`src/rtl/dbgctl_pkg.sv`:
```
package dbgctl_pkg;

   typedef enum logic [2:0] {
      ST_BOOTFETCH = 3'd0,
      ST_DECODE    = 3'd1,
      ST_FLUSH     = 3'd2,
      ST_SLEEP     = 3'd3,
      ST_DBG_FPC   = 3'd4,
      ST_DBG_DPC   = 3'd5
   } ctl_state_e;

   typedef enum logic [1:0] {
      PCS_NONE  = 2'b00,
      PCS_TRAP  = 2'b01,
      PCS_DENTR = 2'b10,
      PCS_DRET  = 2'b11
   } pc_sel_e;

endpackage

```
`src/rtl/dbgctl_trig.sv`:
```
module dbgctl_trig #(
   parameter int unsigned ADDR_W  = 32,
   parameter bit          TRIG_EN = 1'b1
) (
   input  logic              en_i,
   input  logic [ADDR_W-1:0] pc_i,
   input  logic [ADDR_W-1:0] addr_i,
   output logic              hit_o
);

   generate
      if (TRIG_EN) begin : g_trig
         assign hit_o = en_i && (pc_i == addr_i);
      end else begin : g_no_trig
         logic unused_trig;
         assign unused_trig = ^{en_i, pc_i, addr_i};
         assign hit_o       = 1'b0;
      end
   endgenerate

endmodule

```
`src/rtl/dbgctl_busy.sv`:
```
module dbgctl_busy (
   input  logic clk_i,
   input  logic rst_ni,
   input  logic idle_i,
   output logic busy_q_o
);

   always_ff @(posedge clk_i or negedge rst_ni) begin
      if (!rst_ni) busy_q_o <= 1'b1;
      else         busy_q_o <= !idle_i;
   end

   // a sleeping cycle closes the gate on the next cycle
   assert_busy_off_R8: assert property (@(posedge clk_i) disable iff (!rst_ni)
      idle_i |=> !busy_q_o);
   assert_busy_on_R8: assert property (@(posedge clk_i) disable iff (!rst_ni)
      !idle_i |=> busy_q_o);

endmodule

```
`src/rtl/dbgctl_fsm.sv`:
```
module dbgctl_fsm
   import dbgctl_pkg::*;
#(
   parameter int unsigned ADDR_W = 32
) (
   input  logic              clk_i,
   input  logic              rst_ni,
   input  logic              instr_valid_i,
   input  logic              halt_req_i,
   input  logic              step_en_i,
   input  logic              ebrk_i,
   input  logic              dbg_on_ebrk_i,
   input  logic              wfi_i,
   input  logic              exc_i,
   input  logic              dret_i,
   input  logic              wb_busy_i,
   input  logic              irq_i,
   input  logic              trig_hit_i,
   input  logic [ADDR_W-1:0] pc_if_i,
   input  logic [ADDR_W-1:0] pc_id_i,
   input  logic [ADDR_W-1:0] trap_pc_i,
   output logic              stall_id_o,
   output logic              flush_o,
   output logic [1:0]        pc_sel_o,
   output logic              dpc_we_o,
   output logic [ADDR_W-1:0] dpc_o,
   output logic              sleep_o,
   output logic              dbg_mode_o
);

   ctl_state_e        state_q, state_d;
   logic              dbg_mode_q, dbg_mode_d;
   logic              dreq_q, dreq_d;   // captured debug decision
   logic              exc_q, exc_d;     // flush cause is an exception
   logic [ADDR_W-1:0] dpc_q, dpc_d;
   pc_sel_e           pc_sel;

   // decode-stage qualifiers
   logic exc_go, ebrk_go, wfi_go, dret_go, dbg_req, entry_pend;

   assign exc_go     = instr_valid_i &&
                       (exc_i || (ebrk_i && !dbg_on_ebrk_i && !dbg_mode_q));
   assign ebrk_go    = instr_valid_i && ebrk_i && !exc_i &&
                       (dbg_on_ebrk_i || dbg_mode_q);
   assign wfi_go     = instr_valid_i && wfi_i && !dbg_mode_q;
   assign dret_go    = instr_valid_i && dret_i && dbg_mode_q;
   assign dbg_req    = !dbg_mode_q &&
                       (halt_req_i || trig_hit_i || (step_en_i && instr_valid_i));
   assign entry_pend = dbg_req || ebrk_go;

   always_comb begin
      state_d    = state_q;
      dbg_mode_d = dbg_mode_q;
      dreq_d     = dreq_q;
      exc_d      = exc_q;
      dpc_d      = dpc_q;
      stall_id_o = 1'b0;
      flush_o    = 1'b0;
      pc_sel     = PCS_NONE;
      dpc_we_o   = 1'b0;
      sleep_o    = 1'b0;

      unique case (state_q)
         ST_BOOTFETCH: begin
            if (instr_valid_i) state_d = ST_DECODE;
         end

         ST_DECODE: begin
            stall_id_o = entry_pend && wb_busy_i;
            if (!stall_id_o) begin
               if (ebrk_go)     dpc_d = pc_id_i;
               else if (exc_go) dpc_d = trap_pc_i;
               else             dpc_d = pc_if_i;

               if (exc_go) begin
                  state_d = ST_FLUSH;
                  dreq_d  = dbg_req;
                  exc_d   = 1'b1;
               end else if (ebrk_go) begin
                  state_d = ST_DBG_DPC;
               end else if (wfi_go) begin
                  state_d = ST_FLUSH;
                  dreq_d  = dbg_req;
                  exc_d   = 1'b0;
               end else if (dret_go) begin
                  flush_o    = 1'b1;
                  pc_sel     = PCS_DRET;
                  dbg_mode_d = 1'b0;
               end else if (dbg_req) begin
                  state_d = ST_DBG_FPC;
               end
            end
         end

         ST_FLUSH: begin
            flush_o = 1'b1;
            if (exc_q) pc_sel = PCS_TRAP;
            if (dreq_q)     state_d = ST_DBG_FPC;
            else if (exc_q) state_d = ST_DECODE;
            else            state_d = ST_SLEEP;
         end

         ST_SLEEP: begin
            sleep_o = 1'b1;
            if (irq_i || halt_req_i) state_d = ST_BOOTFETCH;
         end

         ST_DBG_FPC: begin
            flush_o    = 1'b1;
            pc_sel     = PCS_DENTR;
            dpc_we_o   = 1'b1;
            dbg_mode_d = 1'b1;
            state_d    = ST_DECODE;
         end

         ST_DBG_DPC: begin
            flush_o    = 1'b1;
            pc_sel     = PCS_DENTR;
            dpc_we_o   = !dbg_mode_q;
            dbg_mode_d = 1'b1;
            state_d    = ST_DECODE;
         end

         default: state_d = ST_BOOTFETCH;
      endcase
   end

   always_ff @(posedge clk_i or negedge rst_ni) begin
      if (!rst_ni) begin
         state_q    <= ST_BOOTFETCH;
         dbg_mode_q <= 1'b0;
         dreq_q     <= 1'b0;
         exc_q      <= 1'b0;
         dpc_q      <= '0;
      end else begin
         state_q    <= state_d;
         dbg_mode_q <= dbg_mode_d;
         dreq_q     <= dreq_d;
         exc_q      <= exc_d;
         dpc_q      <= dpc_d;
      end
   end

   assign pc_sel_o   = pc_sel;
   assign dpc_o      = dpc_q;
   assign dbg_mode_o = dbg_mode_q;

   // a WFI flush with no captured request always sleeps
   assert_wfi_sleeps_R3: assert property (@(posedge clk_i) disable iff (!rst_ni)
      (state_q == ST_FLUSH && !exc_q && !dreq_q) |=> (state_q == ST_SLEEP));

   // a stalled decode does not advance
   assert_stall_holds_R5: assert property (@(posedge clk_i) disable iff (!rst_ni)
      stall_id_o |=> (state_q == ST_DECODE));

   // a stepped exception keeps the handler address for the entry
   assert_step_exc_R6: assert property (@(posedge clk_i) disable iff (!rst_ni)
      (state_q == ST_FLUSH && exc_q && dreq_q) |=> (state_q == ST_DBG_FPC && $stable(dpc_q)));

   // without a valid instruction, debug mode in decode is left untouched
   assert_dbg_ignores_R9: assert property (@(posedge clk_i) disable iff (!rst_ni)
      (state_q == ST_DECODE && dbg_mode_q && !instr_valid_i)
      |=> (state_q == ST_DECODE && dbg_mode_q));

   // any entry state leaves debug mode set
   assert_entry_mode_R10: assert property (@(posedge clk_i) disable iff (!rst_ni)
      (state_q == ST_DBG_FPC || state_q == ST_DBG_DPC) |=> dbg_mode_q);

endmodule

```
`src/rtl/dbgctl_top.sv`:
```
module dbgctl_top #(
   parameter int unsigned ADDR_W  = 32,
   parameter bit          TRIG_EN = 1'b1
) (
   input  logic              clk_i,
   input  logic              rst_ni,
   input  logic              instr_valid_i,
   input  logic              halt_req_i,
   input  logic              step_en_i,
   input  logic              ebrk_i,
   input  logic              dbg_on_ebrk_i,
   input  logic              wfi_i,
   input  logic              exc_i,
   input  logic              dret_i,
   input  logic              wb_busy_i,
   input  logic              irq_i,
   input  logic [ADDR_W-1:0] pc_if_i,
   input  logic [ADDR_W-1:0] pc_id_i,
   input  logic [ADDR_W-1:0] trap_pc_i,
   input  logic              trig_en_i,
   input  logic [ADDR_W-1:0] trig_addr_i,
   output logic              stall_id_o,
   output logic              flush_o,
   output logic [1:0]        pc_sel_o,
   output logic              dpc_we_o,
   output logic [ADDR_W-1:0] dpc_o,
   output logic              sleep_o,
   output logic              busy_q_o,
   output logic              dbg_mode_o
);

   generate
      if (ADDR_W < 8 || ADDR_W > 64) begin : g_bad_addr_w
         $error("dbgctl_top: ADDR_W must lie in 8..64");
      end
   endgenerate

   logic trig_hit;

   dbgctl_trig #(
      .ADDR_W  (ADDR_W),
      .TRIG_EN (TRIG_EN)
   ) u_trig (
      .en_i   (trig_en_i),
      .pc_i   (pc_if_i),
      .addr_i (trig_addr_i),
      .hit_o  (trig_hit)
   );

   dbgctl_fsm #(
      .ADDR_W (ADDR_W)
   ) u_fsm (
      .clk_i         (clk_i),
      .rst_ni        (rst_ni),
      .instr_valid_i (instr_valid_i),
      .halt_req_i    (halt_req_i),
      .step_en_i     (step_en_i),
      .ebrk_i        (ebrk_i),
      .dbg_on_ebrk_i (dbg_on_ebrk_i),
      .wfi_i         (wfi_i),
      .exc_i         (exc_i),
      .dret_i        (dret_i),
      .wb_busy_i     (wb_busy_i),
      .irq_i         (irq_i),
      .trig_hit_i    (trig_hit),
      .pc_if_i       (pc_if_i),
      .pc_id_i       (pc_id_i),
      .trap_pc_i     (trap_pc_i),
      .stall_id_o    (stall_id_o),
      .flush_o       (flush_o),
      .pc_sel_o      (pc_sel_o),
      .dpc_we_o      (dpc_we_o),
      .dpc_o         (dpc_o),
      .sleep_o       (sleep_o),
      .dbg_mode_o    (dbg_mode_o)
   );

   dbgctl_busy u_busy (
      .clk_i    (clk_i),
      .rst_ni   (rst_ni),
      .idle_i   (sleep_o),
      .busy_q_o (busy_q_o)
   );

endmodule

```
`config.mk`:
```
export PLATFORM = sky130hd
export DESIGN_NAME = dbgctl_top
export DESIGN_NICKNAME = d
export VERILOG_FILES = /design/src/rtl/dbgctl_pkg.sv /design/src/rtl/dbgctl_trig.sv /design/src/rtl/dbgctl_busy.sv /design/src/rtl/dbgctl_fsm.sv /design/src/rtl/dbgctl_top.sv
export SDC_FILE = /design/constraint.sdc
export NUM_CORES = 1
export LEC_CHECK = 0
export BUFFER_PORTS_ARGS = -buffer_cell sky130_fd_sc_hd__buf_2
export CAP_MARGIN = 10
export CORE_UTILIZATION = 43
export CTS_BUF_LIST = sky130_fd_sc_hd__clkbuf_4 sky130_fd_sc_hd__clkbuf_8 sky130_fd_sc_hd__clkbuf_16
export DETAILED_ROUTE_END_ITERATION = 10
export GPL_ROUTABILITY_DRIVEN = 0
export PLACE_DENSITY = 0.81
export RECOVER_POWER = 25
export SLEW_MARGIN = 5
export SYNTH_ARGS = -nofsm -noshare
export SYNTH_HDL_FRONTEND = slang
export SYNTH_SLANG_ARGS = --single-unit
```
`constraint.sdc`:
```
create_clock -name clk_i -period 2.2 [get_ports clk_i]
set_input_delay 0.22 -clock clk_i [delete_from_list [all_inputs] [get_ports clk_i]]
set_output_delay 0.22 -clock clk_i [all_outputs]
set_load 0.03 [all_outputs]
```
Word level (Yosys, flattened, before mapping)
Cells that the tools add are included.
{"block": "word_totals", "register_bits": 39, "n_memories": 0, "ramBits": 0, "out_inout_bits": 40, "input_bits": 141, "rom_bits": 0, "latchBits": 0, "word_cells": 97}
{"block": "op_classes", "n_reduce_logical": 33, "n_eq_ne": 16, "magnitude_cmp": 0, "add_sub_neg": 0, "bitwise": 1, "mux": 41, "n_shift": 0, "mul": 0, "div": 0}
{"op": "2-to-1 mux 32 bit", "n": 2}
{"op": "equality test 32 bit", "n": 1}
{"op": "2-to-1 mux 3 bit", "n": 9}
{"op": "2-to-1 mux 1 bit", "n": 19}
{"op": "one-hot mux 3 bit (5 select lines)", "n": 1}
{"op": "logical AND 1 bit", "n": 14}
{"op": "2-to-1 mux 2 bit", "n": 6}
{"op": "!= test 2 bit, second input constant", "n": 5}
{"op": "equality test 3 x 2 -> 1 bit, second input constant", "n": 2}
{"op": "equality test 3 bit, second input constant", "n": 2}
{"op": "logical OR 1 bit", "n": 6}
{"op": "!= test 2 x 1 -> 1 bit, second input constant", "n": 3}
{"op": "one-hot mux 1 bit (2 select lines)", "n": 3}
{"op": "one-hot mux 2 bit (3 select lines)", "n": 1}
{"op": "AND reduction 6 bit", "n": 1}
{"op": "!= test 5 x 1 -> 1 bit, second input constant", "n": 1}
{"op": "!= test 5 x 2 -> 1 bit, second input constant", "n": 1}
{"op": "AND reduction 5 bit", "n": 1}
{"op": "zero test 1 bit", "n": 4}
{"op": "AND reduction 4 bit", "n": 1}
{"op": "nonzero test 2 bit", "n": 2}
{"op": "equality test 3 x 1 -> 1 bit, second input constant", "n": 1}
{"op": "zero test 3 bit", "n": 1}
{"op": "OR reduction 3 bit", "n": 1}
{"op": "other kinds (3)", "n": 3}

Logic depth before layout (Yosys ltp)
{"block": "depth", "word_depth": 12, "mapped_depth": 8, "ltp_nobuf": 6}

Hierarchy
A second synthesis with hierarchy kept.
{"block": "hier_totals", "cells_unflattened": 349, "area_unflattened_um2": 2755.1}
{"module": "dbgctl_fsm", "cells_each": 303, "n_inst": 1, "seq_area_each_um2": 950.9, "area_per_inst_um2": 2369.8}
{"module": "dbgctl_trig", "cells_each": 44, "n_inst": 1, "seq_area_each_um2": 0.0, "area_per_inst_um2": 355.3}
{"module": "dbgctl_busy", "cells_each": 2, "n_inst": 1, "seq_area_each_um2": 26.3, "area_per_inst_um2": 30.0}

Least setup slack after synthesis
OpenSTA, ideal clock, no wires.
{"block": "synth_path", "path_type": "flip-flop to flip-flop", "start": "register u_fsm.dbg_mode_q, in the netlist u_fsm.dbg_mode_o", "end": "register u_fsm.dpc_q[12], in the netlist u_fsm.dpc_o[12]", "path_buffers": 2, "arrival_time_ps": 2000, "setup_ps": 128, "synth_period_minus_slack_ps": 2128, "path_slack_ps": 72, "required_time_ps": 2072, "path_stages_with_launch": 8, "path_cell_list": "dfrtp_1 buf_2 nor3b_1 o21ai_1 buf_2 mux2i_1 o21ai_0 mux2_1"}
{"block": "synth_via", "elab_chain_cells": 6, "elab_cells_between_ends": 13, "classes_between": "mux (2); bitwise (1); reduce/logical (10)"}
{"item": "start, declared", "line": "dbgctl_fsm.sv:32", "source": "logic dbg_mode_q, dbg_mode_d;"}
{"item": "start signal, assigned", "line": "dbgctl_fsm.sv:137", "source": "dbg_mode_q <= dbg_mode_d;"}
{"item": "zero test 1 bit or logical OR 1 bit (tied branches)", "line": "dbgctl_fsm.sv:42, dbgctl_fsm.sv:47, dbgctl_fsm.sv:44"}
{"item": "logical AND 1 bit (on tied branches)", "line": "dbgctl_fsm.sv:42, dbgctl_fsm.sv:43, dbgctl_fsm.sv:47"}
{"item": "logical OR 1 bit (on tied branches)", "line": "dbgctl_fsm.sv:42, dbgctl_fsm.sv:49"}
{"item": "logical AND 1 bit (on tied branches)", "line": "dbgctl_fsm.sv:41, dbgctl_fsm.sv:69"}
{"item": "2-to-1 mux 32 bit or NOT 1 bit (tied branches)"}
{"item": "2-to-1 mux 32 bit or AND reduction 2 bit (tied branches)"}
{"item": "end signal, assigned", "line": "dbgctl_fsm.sv:140", "source": "dpc_q <= dpc_d;"}
{"item": "end, declared", "line": "dbgctl_fsm.sv:35", "source": "logic [ADDR_W-1:0] dpc_q, dpc_d;"}
Parallel ways exist; a longest one is shown, timed or not.
A chain may end at the register's enable or synchronous reset.

Final worst setup path
{"block": "layout_path", "start": "input port pc_if_i[17]", "end": "output port stall_id_o"}
{"block": "layout_via", "elab_chain_cells": 8}
{"item": "start, declared", "line": "dbgctl_top.sv:17", "source": "input logic [ADDR_W-1:0] pc_if_i,"}
{"item": "equality test 32 bit", "line": "dbgctl_trig.sv:13", "source": "assign hit_o = en_i && (pc_i == addr_i);"}
{"item": "logical AND 1 bit", "line": "dbgctl_trig.sv:13"}
{"item": "logical OR 1 bit (2 in a row)", "line": "dbgctl_fsm.sv:48", "source": "(halt_req_i || trig_hit_i || (step_en_i && instr_valid_i));"}
{"item": "logical AND 1 bit", "line": "dbgctl_fsm.sv:47", "source": "assign dbg_req = !dbg_mode_q &&"}
{"item": "logical OR 1 bit", "line": "dbgctl_fsm.sv:49", "source": "assign entry_pend = dbg_req || ebrk_go;"}
{"item": "logical AND 1 bit", "line": "dbgctl_fsm.sv:69", "source": "stall_id_o = entry_pend && wb_busy_i;"}
{"item": "2-to-1 mux 1 bit", "line": "dbgctl_fsm.sv:63", "source": "unique case (state_q)"}
{"item": "end, declared", "line": "dbgctl_top.sv:22", "source": "output logic stall_id_o,"}
Every way passes these cells.

==> run metrics <==
clock latency on the worst-skew pair=between 0.2 and 0.3 ns; 1st-iter DRT viols=60; Mapped Avg Cell Area=around 9.3 µm²; Rel. slew slack=0.422; Synth Instances=303; Synth Net Count=444; Hold Buf Count CTS=0; Ys Warns=0; critical-path maximum fanout=5; power density over the cells=1000 mW/mm²; initial antenna violation count=0; Sw Ratio=0.441; multi-input logic area=0.00178 mm²; Worst Tran Pin Value=0.867 ns; R2R cell count=7; VDD IR-drop max=around 0.7 mV; simple-gate share of the synthesized area=0.141; Final period util=0.941; endpoints failing setup=0; R2R setup slack=0.25 ns; Hold Crit Class=in -> async; std cell rows=29; CTS Buffer Depth=2; switching pwr=around 0.0018 W; Die Y=83.1 µm; synthesized flop and latch total=39; DR WL/cell=14.8 µm; Reg-to-Reg End=u_fsm.dpc_o[0]; Reg area=977 µm²; Worst EP arrival=1.85 ns; source of the worst register-to-register timing path=u_fsm.dbg_mode_o; I/O pin count=approximately 180; CTS tree=built; PortBufs=180; Clock transition at path regs=0.07 ns; HPWL after DPL=a little under 7 mm; fill count=562; Clk network pwr share=0.154; Leak=2.06 nW; first-pass iteration count of the detailed router=4; number of CTS-inserted buffers=5; most common cell after layout, fill and taps aside=buf_2; Final Cell Area=0.00398 mm²; CP Class=in -> out; die width=83.1 µm; placed insts=553; Comb pwr share=0.528; initial core utilization=0.445; vias in the first global route=2906; first-pass GRT wire length=13.6 mm; Post-Route WL=8.33 mm; DRC violations left=0; DIE AREA=0.00690 mm²; layout cells sized above 1=0.454; GRT Overall Usage=0.245; Seq pwr share=0.317; outcome=complete, no violations; n_diodes=0; Syn-to-layout area delta=40.8%; commonest cells after routing, fill and taps aside=buf_2, o21ai_0, dfrtp_1; CTS sink cnt=39; Clock H-tree levels=2; Core Area=0.00635 mm²; Adder-Cell Fraction of Synth Area=0; final hold violation count=0; Synth Area in XOR/XNOR=0.0991; Compound-Gate Fraction of Synth Area=0.123; mux cell area share after synthesis=0.252; antenna-violating nets left=0; Seq/Total Area, Yosys=0.346; Layout Nets=625; fin cells=between 500 and 600; Clock Skews=0.00642 ns; cell internal pwr=0.00223 W; post-synthesis cell type count=38; largest net degree at the start of global routing=41; f_max=slightly below 500 MHz; crit end category=output port; via count=2943; clock root buffer=clkbuf_8; fin util=0.627; max-slew violation count=0; CP startpoint kind=input port; Mapped Area=0.00283 mm²; Period minus WS final=2.07 ns; main combinational cell family by area after synthesis=multiplexers; max_cap viols=0; vias per cell=5.24; data required time at the worst endpoint=1.98 ns; grt total ovfl=0; placed cell areas=roughly 0.0038 mm²
-- per-stage QoR --
stage	hold slack [ns]	setup WS [ns]	total power (W)	TNS [ns]
after global routing	0.118	-0.0100	0.00421	-0.0100
after detailed placement	0.398	-0.123	0.00339	-3.34
after CTS	0.0841	0.0173	0.00402	0
final	0.0376	0.130	0.00399	0
after floorplan	-0.0756	0.0720	0.00269	0
after global placement	0.363	-0.0643	0.00332	-1.40
-- sequential cells by signal, indices dropped and copies added, names as in the netlist --
| name | flops |
|---|---|
| u_busy.busy_q_o | 1 |
| u_fsm.dbg_mode_o | 1 |
| u_fsm.dpc_o | 32 |
| u_fsm.dreq_q | 1 |
| u_fsm.exc_q | 1 |
| u_fsm.state_q | 3 |
-- cell type report --
class | count | area share
Multi-Input combinational cell | 242 | 0.448
Timing Repair Buffer | 192 | 0.250
Sequential cell | 39 | 0.245
Tap cell | 77 | 0.0242
Clock buffer | 6 | 0.0207
Clock inverter | 2 | 0.00880
Inverter | 4 | 0.00377
-- critical path, cell delays in order --
cell and delay, ns:
buf_2 0.12, xnor2_2 0.18, nand4_1 0.17, nor4_4 0.37, nand4_2 0.14, buf_4 0.19
o21ai_0 0.12, and2_1 0.14, clkbuf_4 0.19
-- per-layer routing --
layer  up-vias  track usage  part of all wire
met5         -            0                 0
met4         0       0.0925             0.029
met3        21       0.0427             0.052
met2       132        0.441              0.51
met1      1358        0.290              0.41
li1       1432            -                 -
-- how the worst max path moves through the flow --
stage | depth (start not counted) | slack, ns | from | end
floorplan | 7 | 0.07 | u_fsm.dbg_mode_o | u_fsm.dpc_o[12]
global placement | 8 | -0.06 | pc_if_i[19] | u_fsm.state_q[1]
detailed placement | 8 | -0.12 | pc_if_i[17] | u_fsm.dpc_o[5]
CTS | 9 | 0.02 | pc_if_i[19] | stall_id_o
global route | 9 | -0.01 | pc_if_i[17] | stall_id_o
finish | 9 | 0.13 | pc_if_i[17] | stall_id_o
-- repair_timing --
item / 4_1_cts / 5_1_grt
setup buffers: 0 / 1
endpoints found under the setup margin: 1 / 1
pin swaps: 1 / 3
resized for setup: 1 / 3
-- power by group through the flow --
stage	Combinational (W)	Sequential, W	Clock (W)
after global placement	0.00206	0.00126	0
after CTS	0.00213	0.00126	0.000629
after floorplan	0.000850	0.00184	0
after global routing	0.00224	0.00131	0.000656
final	0.00211	0.00127	0.000615
after detailed placement	0.00212	0.00127	0
-- cell usage after synthesis --
| library cell | number | area share |
|---|---|---|
| a2111oi_0 | 1 | 0.0031 |
| nand2_1 | 37 | 0.049 |
| o22ai_1 | 1 | 0.0022 |
| nor3b_1 | 1 | 0.0027 |
| a211oi_1 | 1 | 0.0027 |
| o21ai_0 | 38 | 0.067 |
| dfrtp_1 | 38 | 0.34 |
| mux2_1 | 24 | 0.096 |
| xor2_1 | 3 | 0.0093 |
| and2_1 | 1 | 0.0022 |
| mux2_2 | 9 | 0.036 |
| nor3_1 | 5 | 0.0088 |
| nor4_2 | 1 | 0.0044 |
| mux2i_1 | 34 | 0.12 |
| buf_2 | 5 | 0.0088 |
| nand3_1 | 4 | 0.0071 |
| nand4_2 | 1 | 0.0044 |
| buf_6 | 3 | 0.012 |
| nor4b_1 | 1 | 0.0031 |
| nand4_1 | 8 | 0.018 |
| or2_2 | 3 | 0.0066 |
| dfstp_2 | 1 | 0.0093 |
| o21ai_1 | 2 | 0.0035 |
| a211o_1 | 1 | 0.0031 |
| clkbuf_1 | 10 | 0.013 |
| inv_1 | 4 | 0.0053 |
| a22o_1 | 1 | 0.0031 |
| nor2_1 | 13 | 0.017 |
| a32o_1 | 1 | 0.0035 |
| o211ai_1 | 1 | 0.0027 |
| o21a_1 | 1 | 0.0027 |
| o211ai_4 | 1 | 0.0075 |
| o31ai_1 | 1 | 0.0027 |
| nand2b_1 | 6 | 0.013 |
| xnor2_1 | 29 | 0.090 |
| nor2b_1 | 2 | 0.0044 |
| a21oi_1 | 9 | 0.016 |
| a221oi_1 | 1 | 0.0031 |
-- cells by family after synthesis --
family / Yosys count
AND/OR/NAND/NOR: 83
multiplexers: 67
AO/OA/AOI/OAI: 60
flip-flops: 39
XOR/XNOR: 32
buffers and inverters: 22
(Power assumes the default switching activity.)
